`config.mk`:
```
export PLATFORM = sky130hd
export DESIGN_NAME = usb_ep_hs_ctrl
export DESIGN_NICKNAME = d
export VERILOG_FILES = /design/src/rtl/ephs_pkg.sv /design/src/rtl/ephs_cmd_decode.sv /design/src/rtl/ephs_pair.sv /design/src/rtl/usb_ep_hs_ctrl.sv
export SDC_FILE = /design/constraint.sdc
export NUM_CORES = 1
export LEC_CHECK = 0
export ABC_CLOCK_PERIOD_IN_PS = 1900
export BUFFER_PORTS_ARGS = -buffer_cell sky130_fd_sc_hd__buf_4
export CAP_MARGIN = 20
export CORE_MARGIN = 2
export CORE_UTILIZATION = 52
export CTS_CLUSTER_DIAMETER = 150
export CTS_CLUSTER_SIZE = 25
export DETAILED_ROUTE_END_ITERATION = 12
export GPL_ROUTABILITY_DRIVEN = 0
export HOLD_SLACK_MARGIN = 0.05
export PLACE_DENSITY = 0.75
export SYNTH_ARGS = -nofsm -noshare
export SYNTH_HDL_FRONTEND = slang
export SYNTH_SLANG_ARGS = --single-unit
```
`constraint.sdc`:
```
create_clock -name clk -period 1.9 [get_ports clk]
set_clock_uncertainty 0.2 [all_clocks]
set_input_delay 0.095 -clock clk [delete_from_list [all_inputs] [get_ports clk]]
set_output_delay 0.095 -clock clk [all_outputs]
set_load 0.03 [all_outputs]
```
`src/rtl/ephs_pkg.sv`:
```
package ephs_pkg;

    typedef enum logic [1:0] {
        HS_ACK   = 2'b00,
        HS_NAK   = 2'b01,
        HS_STALL = 2'b10
    } hs_e;

    typedef enum logic [2:0] {
        OP_NONE,
        OP_VALIDATE,
        OP_CLEAR,
        OP_ACKSETUP,
        OP_STATUS
    } op_e;

    localparam logic [7:0] CMD_STAT_BASE = 8'h40;
    localparam logic [7:0] CMD_VALIDATE  = 8'hFA;
    localparam logic [7:0] CMD_CLEAR     = 8'hF2;
    localparam logic [7:0] CMD_ACKSETUP  = 8'hF1;

    typedef struct packed {
        logic [1:0] stall;
        logic [1:0] full;
        logic [1:0] tog;
        logic       lock;
        logic       hs_valid;
        hs_e        hs_code;
        logic       hs_data1;
    } pair_st_t;

endpackage

```
`src/rtl/ephs_cmd_decode.sv`:
```
module ephs_cmd_decode
    import ephs_pkg::*;
#(
    parameter int NUM_EP = 6,
    parameter int EP_W   = 3
) (
    input  logic            clk,
    input  logic            rst_n,
    input  logic            cmd_valid,
    input  logic            cmd_is_data,
    input  logic [7:0]      cmd_byte,
    output op_e             op_o,
    output logic [EP_W-1:0] op_ep_o,
    output logic            op_stall_o
);

    localparam logic [7:0] NUM_EP_B = 8'(NUM_EP);

    typedef struct packed {
        logic [EP_W-1:0] sel;
        logic            pend;
        logic [EP_W-1:0] pend_ep;
    } dec_st_t;

    dec_st_t q, d;

    always_comb begin
        d          = q;
        op_o       = OP_NONE;
        op_ep_o    = q.sel;
        op_stall_o = cmd_byte[0];
        if (cmd_valid) begin
            if (cmd_is_data) begin
                if (q.pend) begin
                    op_o    = OP_STATUS;
                    op_ep_o = q.pend_ep;
                end
                d.pend = 1'b0;
            end else begin
                d.pend = 1'b0;
                if (cmd_byte < NUM_EP_B) begin
                    d.sel = EP_W'(cmd_byte);
                end else if (cmd_byte >= CMD_STAT_BASE &&
                             cmd_byte < CMD_STAT_BASE + NUM_EP_B) begin
                    d.pend    = 1'b1;
                    d.pend_ep = EP_W'(cmd_byte - CMD_STAT_BASE);
                end else if (cmd_byte == CMD_VALIDATE) begin
                    op_o = OP_VALIDATE;
                end else if (cmd_byte == CMD_CLEAR) begin
                    op_o = OP_CLEAR;
                end else if (cmd_byte == CMD_ACKSETUP) begin
                    op_o = OP_ACKSETUP;
                end
            end
        end
    end

    always_ff @(posedge clk or negedge rst_n) begin
        if (!rst_n) begin
            q <= '0;
        end else begin
            q <= d;
        end
    end

    // the selected endpoint never leaves the implemented range
    assert_sel_range_R7: assert property (@(posedge clk) disable iff (!rst_n)
        (32'(q.sel) < NUM_EP) && (32'(q.pend_ep) < NUM_EP));

    // a status op is only produced by a data byte that follows a status code
    assert_status_needs_pend_R8: assert property (@(posedge clk) disable iff (!rst_n)
        (op_o == OP_STATUS) |-> (cmd_valid && cmd_is_data && q.pend));

endmodule

```
`src/rtl/ephs_pair.sv`:
```
module ephs_pair
    import ephs_pkg::*;
#(
    parameter int PAIR_IDX = 0,
    parameter int EP_W     = 3
) (
    input  logic            clk,
    input  logic            rst_n,
    input  logic            bus_here,
    input  logic            bus_setup,
    input  logic            bus_out_done,
    input  logic            bus_in_token,
    input  logic            bus_pid_data1,
    input  op_e             op,
    input  logic [EP_W-1:0] op_ep,
    input  logic            op_stall,
    output logic            hs_valid_o,
    output logic [1:0]      hs_code_o,
    output logic            hs_data1_o,
    output logic            lock_o
);

    localparam int DIR_OUT = 0;
    localparam int DIR_IN  = 1;

    pair_st_t q, d;
    logic     cmd_hit;
    logic     cmd_dir;

    assign cmd_hit = (op != OP_NONE) && ((op_ep >> 1) == EP_W'(PAIR_IDX));
    assign cmd_dir = op_ep[0];

    always_comb begin
        d          = q;
        d.hs_valid = 1'b0;
        d.hs_code  = HS_ACK;
        d.hs_data1 = 1'b0;

        // bus events first
        if (bus_here && bus_setup) begin
            d.stall        = 2'b00;
            d.full[DIR_OUT] = 1'b1;
            d.full[DIR_IN]  = 1'b0;
            d.tog          = 2'b11;
            d.lock         = 1'b1;
            d.hs_valid     = 1'b1;
        end else if (bus_here && bus_out_done) begin
            d.hs_valid = 1'b1;
            if (q.stall[DIR_OUT]) begin
                d.hs_code = HS_STALL;
            end else if (q.full[DIR_OUT]) begin
                d.hs_code = HS_NAK;
            end else if (bus_pid_data1 == q.tog[DIR_OUT]) begin
                d.full[DIR_OUT] = 1'b1;
                d.tog[DIR_OUT]  = ~q.tog[DIR_OUT];
            end
        end else if (bus_here && bus_in_token) begin
            d.hs_valid = 1'b1;
            if (q.stall[DIR_IN]) begin
                d.hs_code = HS_STALL;
            end else if (!q.full[DIR_IN]) begin
                d.hs_code = HS_NAK;
            end else begin
                d.hs_data1     = q.tog[DIR_IN];
                d.full[DIR_IN] = 1'b0;
                d.tog[DIR_IN]  = ~q.tog[DIR_IN];
            end
        end

        // then the command, seeing the lock the bus event left
        if (cmd_hit) begin
            unique case (op)
                OP_VALIDATE: if (!d.lock) d.full[cmd_dir] = 1'b1;
                OP_CLEAR:    if (!d.lock) d.full[cmd_dir] = 1'b0;
                OP_ACKSETUP: d.lock = 1'b0;
                OP_STATUS: begin
                    if (op_stall) begin
                        d.stall[cmd_dir] = 1'b1;
                    end else begin
                        d.stall[cmd_dir] = 1'b0;
                        d.full[cmd_dir]  = 1'b0;
                        d.tog[cmd_dir]   = 1'b0;
                    end
                end
                default: ;
            endcase
        end
    end

    always_ff @(posedge clk or negedge rst_n) begin
        if (!rst_n) begin
            q <= '0;
        end else begin
            q <= d;
        end
    end

    assign hs_valid_o = q.hs_valid;
    assign hs_code_o  = q.hs_code;
    assign hs_data1_o = q.hs_data1;
    assign lock_o     = q.lock;

    assert_setup_ack_R10: assert property (@(posedge clk) disable iff (!rst_n)
        (bus_here && bus_setup && !cmd_hit) |=>
        (q.hs_valid && q.hs_code == HS_ACK && q.lock &&
         q.stall == 2'b00 && q.full == 2'b01 && q.tog == 2'b11));

    assert_out_full_nak_R3: assert property (@(posedge clk) disable iff (!rst_n)
        (bus_here && bus_out_done && !q.stall[0] && q.full[0]) |=>
        (q.hs_valid && q.hs_code == HS_NAK));

    assert_pid_mismatch_R4: assert property (@(posedge clk) disable iff (!rst_n)
        (bus_here && bus_out_done && !q.stall[0] && !q.full[0] &&
         (bus_pid_data1 != q.tog[0]) && !cmd_hit) |=>
        (q.hs_code == HS_ACK && !q.full[0] && q.tog[0] == $past(q.tog[0])));

    assert_stall_resp_R8: assert property (@(posedge clk) disable iff (!rst_n)
        (bus_here && ((bus_out_done && q.stall[0]) || (bus_in_token && q.stall[1]))) |=>
        (q.hs_valid && q.hs_code == HS_STALL));

    assert_lock_ignore_R11: assert property (@(posedge clk) disable iff (!rst_n)
        (cmd_hit && (op == OP_VALIDATE || op == OP_CLEAR) && q.lock && !bus_here) |=>
        (q.full == $past(q.full)));

    assert_in_toggle_R6: assert property (@(posedge clk) disable iff (!rst_n)
        (bus_here && bus_in_token && !q.stall[1] && q.full[1] && !cmd_hit) |=>
        (q.tog[1] != $past(q.tog[1]) && !q.full[1] && q.hs_code == HS_ACK));

endmodule

```
`src/rtl/usb_ep_hs_ctrl.sv`:
```
module usb_ep_hs_ctrl
    import ephs_pkg::*;
#(
    parameter int NUM_PAIRS = 3,
    parameter int PAIR_W    = (NUM_PAIRS > 1) ? $clog2(NUM_PAIRS) : 1
) (
    input  logic                 clk,
    input  logic                 rst_n,
    input  logic                 cmd_valid,
    input  logic                 cmd_is_data,
    input  logic [7:0]           cmd_byte,
    input  logic                 bus_setup,
    input  logic                 bus_out_done,
    input  logic                 bus_in_token,
    input  logic [PAIR_W-1:0]    bus_pair,
    input  logic                 bus_pid_data1,
    output logic                 hs_valid,
    output logic [1:0]           hs_code,
    output logic                 hs_data1,
    output logic [NUM_PAIRS-1:0] setup_lock
);

    localparam int NUM_EP = 2 * NUM_PAIRS;
    localparam int EP_W   = $clog2(NUM_EP);

    op_e             op;
    logic [EP_W-1:0] op_ep;
    logic            op_stall;

    logic [NUM_PAIRS-1:0] pv;
    logic [NUM_PAIRS-1:0] pd;
    logic [1:0]           pc [NUM_PAIRS];

    ephs_cmd_decode #(.NUM_EP(NUM_EP), .EP_W(EP_W)) i_dec (
        .clk        (clk),
        .rst_n      (rst_n),
        .cmd_valid  (cmd_valid),
        .cmd_is_data(cmd_is_data),
        .cmd_byte   (cmd_byte),
        .op_o       (op),
        .op_ep_o    (op_ep),
        .op_stall_o (op_stall)
    );

    for (genvar g = 0; g < NUM_PAIRS; g++) begin : g_pair
        ephs_pair #(.PAIR_IDX(g), .EP_W(EP_W)) i_pair (
            .clk          (clk),
            .rst_n        (rst_n),
            .bus_here     (bus_pair == PAIR_W'(g)),
            .bus_setup    (bus_setup),
            .bus_out_done (bus_out_done),
            .bus_in_token (bus_in_token),
            .bus_pid_data1(bus_pid_data1),
            .op           (op),
            .op_ep        (op_ep),
            .op_stall     (op_stall),
            .hs_valid_o   (pv[g]),
            .hs_code_o    (pc[g]),
            .hs_data1_o   (pd[g]),
            .lock_o       (setup_lock[g])
        );
    end

    always_comb begin
        hs_valid = 1'b0;
        hs_code  = 2'b00;
        hs_data1 = 1'b0;
        for (int i = 0; i < NUM_PAIRS; i++) begin
            hs_valid = hs_valid | pv[i];
            hs_code  = hs_code  | pc[i];
            hs_data1 = hs_data1 | pd[i];
        end
    end

    assert_bus_single_event_R2: assert property (@(posedge clk) disable iff (!rst_n)
        $onehot0({bus_setup, bus_out_done, bus_in_token}));

    assert_one_handshake_R2: assert property (@(posedge clk) disable iff (!rst_n)
        $onehot0(pv));

    assert_event_answered_R2: assert property (@(posedge clk) disable iff (!rst_n)
        (bus_setup || bus_out_done || bus_in_token) |=> hs_valid);

    assert_quiet_no_hs_R2: assert property (@(posedge clk) disable iff (!rst_n)
        !(bus_setup || bus_out_done || bus_in_token) |=> !hs_valid);

endmodule

```
; Word level (Yosys, flattened, before mapping)
; Cells that the tools add are included.
[word_totals]
ff_bits = 40
in_bits = 18
elab_cells = 223
[op_classes]
n_addsub = 1
order_cmp = 5
n_eq_ne = 14
mux = 130
bitwise = 30
n_reduce_logical = 19
[ops]
columns = operator, count
row1 = two-way mux 1 bit, 71
row2 = two-way mux 2 bit, 26
row3 = two-way mux 3 bit, 15
row4 = two-way mux 4 bit, 11
row5 = equality test 8 bit (second input constant), 3
row6 = two-way mux 7 bit, 3
row7 = bitwise AND 2 bit, 9
row8 = case mux 2 bit (3 select lines), 3
row9 = OR 2 bit, 8
row10 = logical AND 1 bit, 14
row11 = greater-or-equal comparator 8 x 7 -> 1 bit (second input constant), 1
row12 = less-than comparator 8 x 3 -> 1 bit (second input constant), 1
row13 = less-than comparator 8 x 7 -> 1 bit (second input constant), 1
row14 = NOT 1 bit, 8
row15 = equality test 3 x 2 -> 1 bit (second input constant), 2
row16 = equality test 2 x 1 -> 1 bit (second input constant), 2
row17 = equality test 2 bit (second input constant), 2
row18 = OR 1 bit, 4
row19 = AND reduction 4 bit, 1
row20 = equality test 1 bit, 3
row21 = equality test 3 x 1 -> 1 bit (second input constant), 1
row22 = equality test 3 bit (second input constant), 1
row23 = zero test 3 bit, 1
row24 = AND reduction 3 bit, 1
row25 = other kinds (7), 7

; Depth between registers and ports, before layout
; Gate-level depths: netlist of the first run.
[logic_depth]
depth_word = 12
mapped_depth = 6
ltp_nobuf = 5

; Modules after synthesis
; Synthesis of the first run repeated with hierarchy kept, for this count alone.
[hier_totals]
hier_cells = 216
area_unflattened_um2 = 2383.5
[modules_own_cells]
columns = mod, instances, cells_per_inst, area_each_um2, seq_area_each_um2
row1 = ephs_pair (g_pair[1].i_pair ...), 2, 58, 658.1, 275.3
row2 = ephs_pair (g_pair[0].i_pair), 1, 60, 631.9, 275.3
row3 = ephs_cmd_decode, 1, 33, 394.1, 175.2
row4 = usb_ep_hs_ctrl, 1, 7, 41.3, 0.0

; Worst setup path before layout of the first run
; OpenSTA, ideal clock, no wires.
[synth_path]
kind = register to register
from = register i_dec.q[3] (netlist bit)
to = register g_pair[0].i_pair.q[7] (netlist bit)
setup_time_ps = 120
arrival_time_ps = 1698
t_required_ps = 1580
setup_slack_ps = -119
stages_incl_launch_ff = 6
cell_sequence = dfrtp_1 and3_1 buf_2 mux2_4 or4_1 a41o_1
[synth_rtl]
columns = element, line
row1 = from (decl), ephs_cmd_decode.sv:25  ; dec_st_t q, d;
row2 = from (signal assigned), ephs_cmd_decode.sv:60  ; q <= '0;
row3 = from (signal assigned), ephs_cmd_decode.sv:62  ; q <= d;
row4 = to (signal assigned), ephs_pair.sv:92  ; q <= '0;
row5 = to (signal assigned), ephs_pair.sv:94  ; q <= d;
row6 = to (decl), ephs_pair.sv:26  ; pair_st_t q, d;

==> impl_metrics.tcl, run 1 <==
set metrics [dict create \
    cp.required_ns 1.88 \
    cp.arrival_ns 1.81 \
    die_area_um2 4770 \
    drtPass1Iterations 4 \
    yosys.area.top_type "dfrtp_1" \
    grt_pass1_wl_um 9360 \
    cp_max_fo 7 \
    r2r_end "g_pair[0].i_pair.q[7]" \
    ys_ff_latch 40 \
    maxSlewViolCount 0 \
    core_area_um2 4030 \
    clock_sinks 40 \
    rsz0062_at_grt "true" \
    grt_pass1_vias 2036 \
    synthTopCellsByArea "dfrtp_1 46%, nor2_1 4.6%, mux2i_1 4.1%" \
    synth.cell_area_um2 2200 \
    antenna_cells 0 \
    leakagePower_nw 1.26 \
    register_area_um2 1000 \
    via_count 1981 \
    period_minus_slack_ns 1.83 \
    synth-main-ff-cell "dfrtp_1" \
    drt_iter0_markers 113 \
    port_buffers 24 \
    die_height_um 69.0 \
    viasPerCell 5.84 \
    synth_cell_types 44 \
    finalNonFillerCells 339 \
    synth_warnings 0 \
    max_freq_mhz 545 \
    grt.met2_usage_pct 42.6 \
    yosysMostFrequentCell "dfrtp_1" \
    synth_fp_nets 249 \
    ir_worst_vdd_mv 0.520 \
    grt_use_total_pct 24.6 \
    end_kind "flip-flop" \
    htree_num_levels 2 \
    dp_cells 311 \
    grt_max_degree 41 \
    synth_top_area_share_pct 45.5 \
    powerDensity_nw_per_um2 630 \
    multi_input_area_um2 1160 \
    io_pins 25 \
    cp-start-kind "input port" \
    clockPowerShare_pct 37.4 \
    drive_gt1_share_pct 24.6 \
    cap_violations 0 \
    nets 309 \
    async_flop_share_pct 100 \
    total_power_mw 1.81 \
    syn_inst 228 \
    numCtsBuffers 5 \
    met3_usage_pct 3.65 \
    hold_depth 4 \
    power.net_switching_mw 0.437 \
    path_class "input port to flip-flop" \
    dieWidth_um 69.0 \
    clkSlewWorstSetupHoldPaths_ns 0.07 \
    rrSetupSlack_ns 0.08 \
    hold_end "i_dec.q[0]" \
    antenna_found_initial 0 \
    pwr-share-seq_pct 49.4 \
    p_comb_share_pct 13.2 \
    final_area_um2 2880 \
    syn_area_per_cell_um2 9.65 \
    grt_busiest_layer "met2" \
    relSlewSlack_pct 67.9 \
    rows 23 \
    overflow 0 \
    ant_nets 0 \
    setup_tns_ns 0 \
    crit-reg2reg-launch "i_dec.q[3]" \
    timing.final.crit_share_pct 96.5 \
    wl_um 5520 \
    internal_power_mw 1.38 \
    dp_hpwl_um 3960 \
    clock_path_buffers 2 \
    tightest_slew_ns 0.481 \
    synth_common_cells "40 x dfrtp_1, 27 x nor2_1, 14 x a21oi_1, 14 x nand2_1, 13 x nand3_1" \
    hold_start "cmd_byte[7]" \
    utilization_pct 71.4 \
    status "completed" \
    post_cts_buffers 0 \
    hp-class "input port to flip-flop" \
    area_delta_synth_final_pct 30.8 \
    insertion_delay_ns 0.29 \
    cts_tree "built" \
    r2r_cells 4 \
    met1_usage_pct 30.2 \
    synth-seq-area-share_pct 45.5 \
    finalSetupViolCount 0 \
    fillerInstances 331 \
    wl_per_cell_um 16.3 \
    cts_root_buffer "clkbuf_8" \
    drc_errors 0 \
    finalHoldViolCount 0 \
    p_sw_share_pct 24.1 \
    initial_utilization_pct 54.6 \
    synth-edff-count 0 \
    dpl_cell_area_um2 2530 \
]
worst max-delay path: stages:
cell and delay, ns:
dlygate4sd3_1 0.54, buf_4 0.17, nor3b_1 0.14, buf_4 0.16, or4_4 0.47, a41o_1 0.23
metal layers:
metal	share of wire, %	vias up
li1	-	945
met1	41	939
met2	51	83
met3	5.5	14
met4	3.2	0
met5	0	-
sequential cells by signal, indices dropped and copies added, names as in the netlist:
name,count
g_pair.i_pair.hs_data1_o,3
g_pair.i_pair.q,18
g_pair.i_pair.hs_valid_o,3
i_dec.q,7
g_pair.i_pair.hs_code_o,6
g_pair.i_pair.lock_o,3
stage by stage:
step / hold slack [ns] / setup WS, ns
finish: 0.0652 / 0.0666
global route: 0.0884 / 0.00350
CTS: 0.0518 / 0.0169
detailed placement: -0.106 / -0.0213
global placement: -0.108 / 0.0353
floorplan: -0.401 / -0.0571
kinds of logic (layout without fill, tap and decap cells):
group,Yosys count,in the layout,synth area share (%)
AOI/OAI and AO/OA,46,46,14.3
xor gates and xnor gates,3,3,1.19
adders and majority gates,3,3,1.71
buffers and inverters,16,77,3.47
DFF,40,40,45.5
muxes,15,15,7.34
and+or+nand+nor,105,105,26.5
worst max path at each step:
| stage | from | to | slack, ns | depth (start not counted) |
|---|---|---|---|---|
| 3_3_place_gp | i_dec.q[3] | g_pair[0].i_pair.q[7] | 0.04 | 4 |
| 3_5_place_dp | i_dec.q[3] | g_pair[0].i_pair.q[7] | -0.02 | 4 |
| 4_1_cts | i_dec.q[3] | g_pair[0].i_pair.q[7] | 0.02 | 4 |
| 5_1_grt | bus_out_done | g_pair[0].i_pair.hs_valid_o | 0.003 | 5 |
| 6_report | bus_setup | g_pair[0].i_pair.q[7] | 0.07 | 6 |
| 2_1_floorplan | i_dec.q[3] | g_pair[0].i_pair.q[7] | -0.06 | 5 |
cells in the final DEF, fill, tap and decap left out, types with 7 or more instances in the layout:
cell type | synthesis | layout
buf_4 | 4 | 43
dfrtp_1 | 40 | 40
nor2_1 | 27 | 25
dlygate4sd3_1 | 0 | 20
nand2_1 | 14 | 14
a21oi_1 | 14 | 13
nand3_1 | 13 | 12
mux2i_1 | 9 | 9
or3_1 | 8 | 8
nor3_1 | 9 | 8
o21ai_1 | 8 | 8
nand2b_1 | 7 | 7
a22oi_1 | 7 | 7
timing repair:
| action | 4_1_cts | 5_1_grt |
|---|---|---|
| pin swaps | 1 | 3 |
| hold buffers | 19 | 2 |
| endpoints found under the setup margin | 1 | 7 |
| gates resized for setup | 0 | 10 |
| endpoints found under the hold margin | 58 | 1 |
power groups by stage:
stage / clock network (mW) / logic (mW) / registers (mW)
3_5_place_dp: 0 / 0.202 / 0.912
2_1_floorplan: 0 / 0.105 / 0.903
4_1_cts: 0.691 / 0.231 / 0.895
3_3_place_gp: 0 / 0.200 / 0.909
5_1_grt: 0.732 / 0.262 / 0.900
6_report: 0.678 / 0.240 / 0.895
final cells by class:
class | count | area share (%)
multi-input combinational | 172 | 40.3
inverter | 6 | 0.783
sequential | 40 | 34.8
timing repair buffer | 63 | 18.2
clock buffer | 6 | 2.52
tap | 50 | 2.17
clock inverter | 2 | 1.22
(Power assumes the default switching activity.)
==> inputs of run 2 (changes only) <==
CORE_UTILIZATION = 31   (was 52)
PLACE_DENSITY = unset   (was 0.75)
SLEW_MARGIN = 20   (was unset)
==> run 2 against run 1 <==
Net effect: global-route usage shrank 8.7 points; sequential power shrank 0.4%; sequential share of layout area shrank 0.14 points; worst setup slack lost 0.024 ns; total power shrank 6.1%; critical path depth is the same; worst hold slack lost 0.0012 ns; non-clock buffer count shrank 2; fmax shrank 1.3%; critical path type is now flip-flop to flip-flop; largest power group unchanged; highest routed layer unchanged.
==> impl_metrics.tcl, run 2 (synthesized netlist as in run 1, its figures left out) <==
set metrics [dict create \
    dpl_worst_slack_ns -0.0196 \
    largest_reg_flops 18 \
    hold_start "cmd_byte[7]" \
    cp-start-kind "flip-flop" \
    dp_cells 355 \
    initial_utilization_pct 32.2 \
    antenna_cells 0 \
    via_count 1921 \
    crit-reg2reg-launch "i_dec.q[3]" \
    tightest_slew_ns 0.511 \
    dieWidth_um 88.2 \
    status "completed" \
    clock_path_buffers 2 \
    setup_slack_ns 0.0424 \
    path_class "flip-flop to flip-flop" \
    leakagePower_nw 1.25 \
    clockPowerShare_pct 33.4 \
    grt_max_degree 41 \
    r2r_end "g_pair[1].i_pair.q[7]" \
    pwr-share-seq_pct 52.3 \
    wl_met2_um 2800 \
    slowest_delay_ns 0.51 \
    top_layer "met4" \
    dp_hpwl_um 4190 \
    register_area_um2 1000 \
    drtPass1Iterations 4 \
    period_minus_slack_ns 1.86 \
    fillerInstances 710 \
    timing.final.crit_share_pct 97.8 \
    cp.required_ns 1.93 \
    clkSlewWorstSetupHoldPaths_ns 0.08 \
    viasPerCell 5.03 \
    hold_depth 4 \
    max_freq_mhz 538 \
    layout_commonest_cell "buf_4" \
    cts_tree "built" \
    end_kind "flip-flop" \
    grt_use_total_pct 15.9 \
    total_power_mw 1.70 \
    antenna_found_initial 0 \
    ant_nets 0 \
    overflow 0 \
    holdWs_ns 0.0640 \
    finalSetupViolCount 0 \
    drt_iter0_markers 126 \
    r2r_cells 6 \
    grt_pass1_wl_um 9360 \
    drt-met1-wl_um 2630 \
    startpoint "i_dec.q[3]" \
    finalHoldViolCount 0 \
    port_buffers 24 \
    nets 307 \
    rrSetupSlack_ns 0.04 \
    relSlewSlack_pct 66.0 \
    hp-class "input port to flip-flop" \
    powerDensity_nw_per_um2 590 \
    maxSlewViolCount 0 \
    rows 30 \
    die_area_um2 7790 \
    crit_chain "and3_4, buf_4, nor2_1, a31oi_1, or4b_1, a21oi_2" \
    cts_root_buffer "clkbuf_8" \
    met3_length_um 255 \
    power.net_switching_mw 0.468 \
    setup_tns_ns 0 \
    io_pins 25 \
    internal_power_mw 1.24 \
    ir_worst_vdd_mv 0.286 \
    htree_num_levels 2 \
    drive_gt1_share_pct 24.8 \
    p_comb_share_pct 14.3 \
    area_delta_synth_final_pct 31.3 \
    cap_violations 0 \
    numCtsBuffers 5 \
    core_area_um2 6830 \
    cp_max_fo 7 \
    cp_slowest_cell "or4b_1" \
    finalNonFillerCells 382 \
    final_cell_mix "43 x buf_4, 40 x dfrtp_1, 25 x nor2_1" \
    rsz0062_at_grt "true" \
    largest_register "g_pair.i_pair.q" \
    clock_sinks 40 \
    p_sw_share_pct 27.5 \
    hold_end "i_dec.q[0]" \
    cp.arrival_ns 1.89 \
    drc_errors 0 \
    die_height_um 88.2 \
    wl_per_cell_um 15.0 \
    wl_um 5720 \
    grt_pass1_vias 1911 \
    insertion_delay_ns 0.30 \
    multi_input_area_um2 1160 \
]
[run 2: through the flow]
stage	util (%)	area [um^2]
after floorplan	-	2210
after CTS	41.6	2840
final	42.3	2890
after global routing	42.3	2890
after detailed placement	37.7	2570
after global placement	37.7	2570
[run 2: final cells by class]
class / instances / share of cell area (%)
clock buffers: 5 / 2.38
clock inverters: 2 / 0.433
inverters: 6 / 0.780
multi-input cells: 172 / 40.2
flip-flops and latches: 40 / 34.6
well taps: 96 / 4.16
repair buffers: 61 / 17.4
[run 2: timing repair]
| action | 4_1_cts | 5_1_grt |
|---|---|---|
| buffers inserted | 1 | 1 |
| endpoints found under the hold margin | 59 | 0 |
| resized for setup | 0 | 10 |
| pin swaps | 0 | 2 |
| hold buffers | 18 | 0 |
| endpoints found under the setup margin | 1 | 5 |
[run 2: power groups by stage]
stage | Sequential [mW] | Combinational [mW] | Clock, mW
after floorplan | 0.903 | 0.105 | 0
after global placement | 0.908 | 0.208 | 0
after detailed placement | 0.908 | 0.212 | 0
after CTS | 0.891 | 0.236 | 0.580
after global routing | 0.894 | 0.266 | 0.617
final | 0.891 | 0.243 | 0.569
[run 2: how the worst max path moves through the flow]
stage	endpoint	slack (ns)	cells past startpoint
after floorplan	g_pair[0].i_pair.q[7]	-0.06	5
after global placement	g_pair[0].i_pair.q[7]	0.02	4
after detailed placement	g_pair[2].i_pair.q[7]	-0.02	6
after CTS	g_pair[0].i_pair.q[7]	0.002	4
after global routing	g_pair[1].i_pair.q[7]	-0.02	6
final	g_pair[1].i_pair.q[7]	0.04	6
[run 2: per-layer routing]
layer	GRT usage [%]	up-vias
met4	4.55	0
met2	26.6	47
met1	20.5	922
met3	4.29	5
li1	-	947
met5	0	-
[run 2: critical path: cells and delay by family, from the launching register on]
family / cells / cell delay, ns
and+or+nand+nor: 3 / 0.79
DFF: 1 / 0.39
buffers and inverters: 1 / 0.16
AOI/OAI and AO/OA: 2 / 0.25
==> inputs of run 3 (changes only) <==
PLACE_DENSITY_LB_ADDON = 0.3   (was unset)
==> run 3 against run 2 <==
Net effect: via count decreased by 1.2%; final cell count stayed put; critical path type unchanged; sequential share of layout area increased by 0.18 points.
==> impl_metrics.tcl, run 3 (synthesized netlist as in run 1, its figures left out) <==
set metrics [dict create \
    via_count 1897 \
    drtPass1Iterations 4 \
    grt_busiest_layer "met2" \
    timing.final.crit_share_pct 96.7 \
    cts_tree "built" \
    cp_max_fo 6 \
    utilization_pct 42.1 \
    hp-class "input port to flip-flop" \
    tightest_slew_ns 0.510 \
    grt_pass1_wl_um 8870 \
    finalNonFillerCells 382 \
    final_cell_mix "42 x buf_4, 40 x dfrtp_1, 26 x nor2_1" \
    drive_gt1_share_pct 23.1 \
    clkSlewWorstSetupHoldPaths_ns 0.08 \
    grt_max_degree 41 \
    holdWs_ns 0.0484 \
    area_delta_synth_final_pct 30.7 \
    setup_slack_ns 0.0633 \
    total_power_mw 1.69 \
    wl_um 5400 \
    overflow 0 \
    clock_sinks 40 \
    clock_path_buffers 2 \
    setup_tns_ns 0 \
    largest_register "g_pair.i_pair.q" \
    ir_worst_vdd_mv 0.266 \
    met1_usage_pct 20.7 \
    path_class "flip-flop to flip-flop" \
    grt_pass1_vias 1824 \
    viasPerCell 4.97 \
    finalSetupViolCount 0 \
    port_buffers 24 \
    rsz0062_at_grt "false" \
    largest_reg_flops 18 \
    maxSlewViolCount 0 \
    wl_per_cell_um 14.1 \
    die_height_um 88.2 \
    antenna_cells 0 \
    slowest_delay_ns 0.42 \
    relSlewSlack_pct 66.0 \
    core_area_um2 6830 \
    rows 30 \
    io_pins 25 \
    powerDensity_nw_per_um2 588 \
    grt_use_total_pct 14.9 \
    period_minus_slack_ns 1.84 \
    initial_utilization_pct 32.2 \
    numCtsBuffers 5 \
    dpl_cell_area_um2 2570 \
    die_area_um2 7790 \
    drc_errors 0 \
    ant_nets 0 \
    htree_num_levels 2 \
    cp.required_ns 1.88 \
    nets 307 \
    dp_cells 355 \
    cap_violations 0 \
    crit_chain "and3_4, mux2_4, or4_1, a41o_1" \
    leakagePower_nw 1.24 \
    status "completed" \
    fillerInstances 719 \
    dieWidth_um 88.2 \
    cp-start-kind "flip-flop" \
    grt.met2_usage_pct 23.9 \
    antenna_found_initial 0 \
    met3_usage_pct 3.64 \
    final_area_um2 2870 \
    cp.arrival_ns 1.82 \
    cts_root_buffer "clkbuf_8" \
    finalHoldViolCount 0 \
    drt_iter0_markers 122 \
    insertion_delay_ns 0.30 \
    max_freq_mhz 544 \
    dpl_worst_slack_ns -0.00575 \
    dp_hpwl_um 4000 \
    cp_slowest_cell "or4_1" \
    end_kind "flip-flop" \
    layout_commonest_cell "buf_4" \
]
==> run 3: cell type report <==
cell class	count	area, um^2	area share, %
clock inverters	2	12.5	0.435
inverters	6	22.5	0.784
clock buffers	5	68.8	2.39
well taps	96	120	4.18
multi-input cells	172	1140	39.8
flip-flops and latches	40	1000	34.8
repair buffers	61	505	17.6
==> run 3: what timing repair did <==
action | CTS | global route
gates resized for setup | 1 | 4
gates cloned | 0 | 0
buffers inserted | 1 | 0
setup endpoints to repair | 1 | 4
endpoints found under the hold margin | 59 | 0
pin swaps | 1 | 0
hold buffers | 19 | 0
==> run 3: final timing paths <==
path	startpoint	to	slack [ns]	depth (start not counted)
setup / recovery	i_dec.q[3]	g_pair[0].i_pair.q[7]	0.06	4
max in group asynchronous	rst_n	g_pair[0].i_pair.hs_code_o[1]	1.04	2
hold / removal	cmd_byte[7]	i_dec.q[0]	0.05	4
min in group asynchronous	rst_n	g_pair[2].i_pair.q[5]	0.11	2
setup reg to reg	i_dec.q[3]	g_pair[0].i_pair.q[7]	0.06	4
hold reg to reg	g_pair[1].i_pair.q[10]	g_pair[1].i_pair.q[10]	0.34	2
==> run 3: critical path: cells and delay by family (launching register included) <==
kind,cells,cell delay [ns]
muxes,1,0.33
DFF,1,0.35
AOI/OAI and AO/OA,1,0.25
and+or+nand+nor,2,0.61
==> run 3: per-layer routing <==
metal / vias up / share of wire [%]
li1: 947 / -
met1: 894 / 48
met2: 52 / 47
met3: 4 / 4.5
met4: 0 / 0.63
met5: - / 0
==> run 3: power by group <==
group,total [mW],internal [mW],switching [mW],leakage (nW)
clock network,0.558,0.249,0.309,0.0400
logic,0.239,0.113,0.125,0.710
registers,0.893,0.874,0.0193,0.489
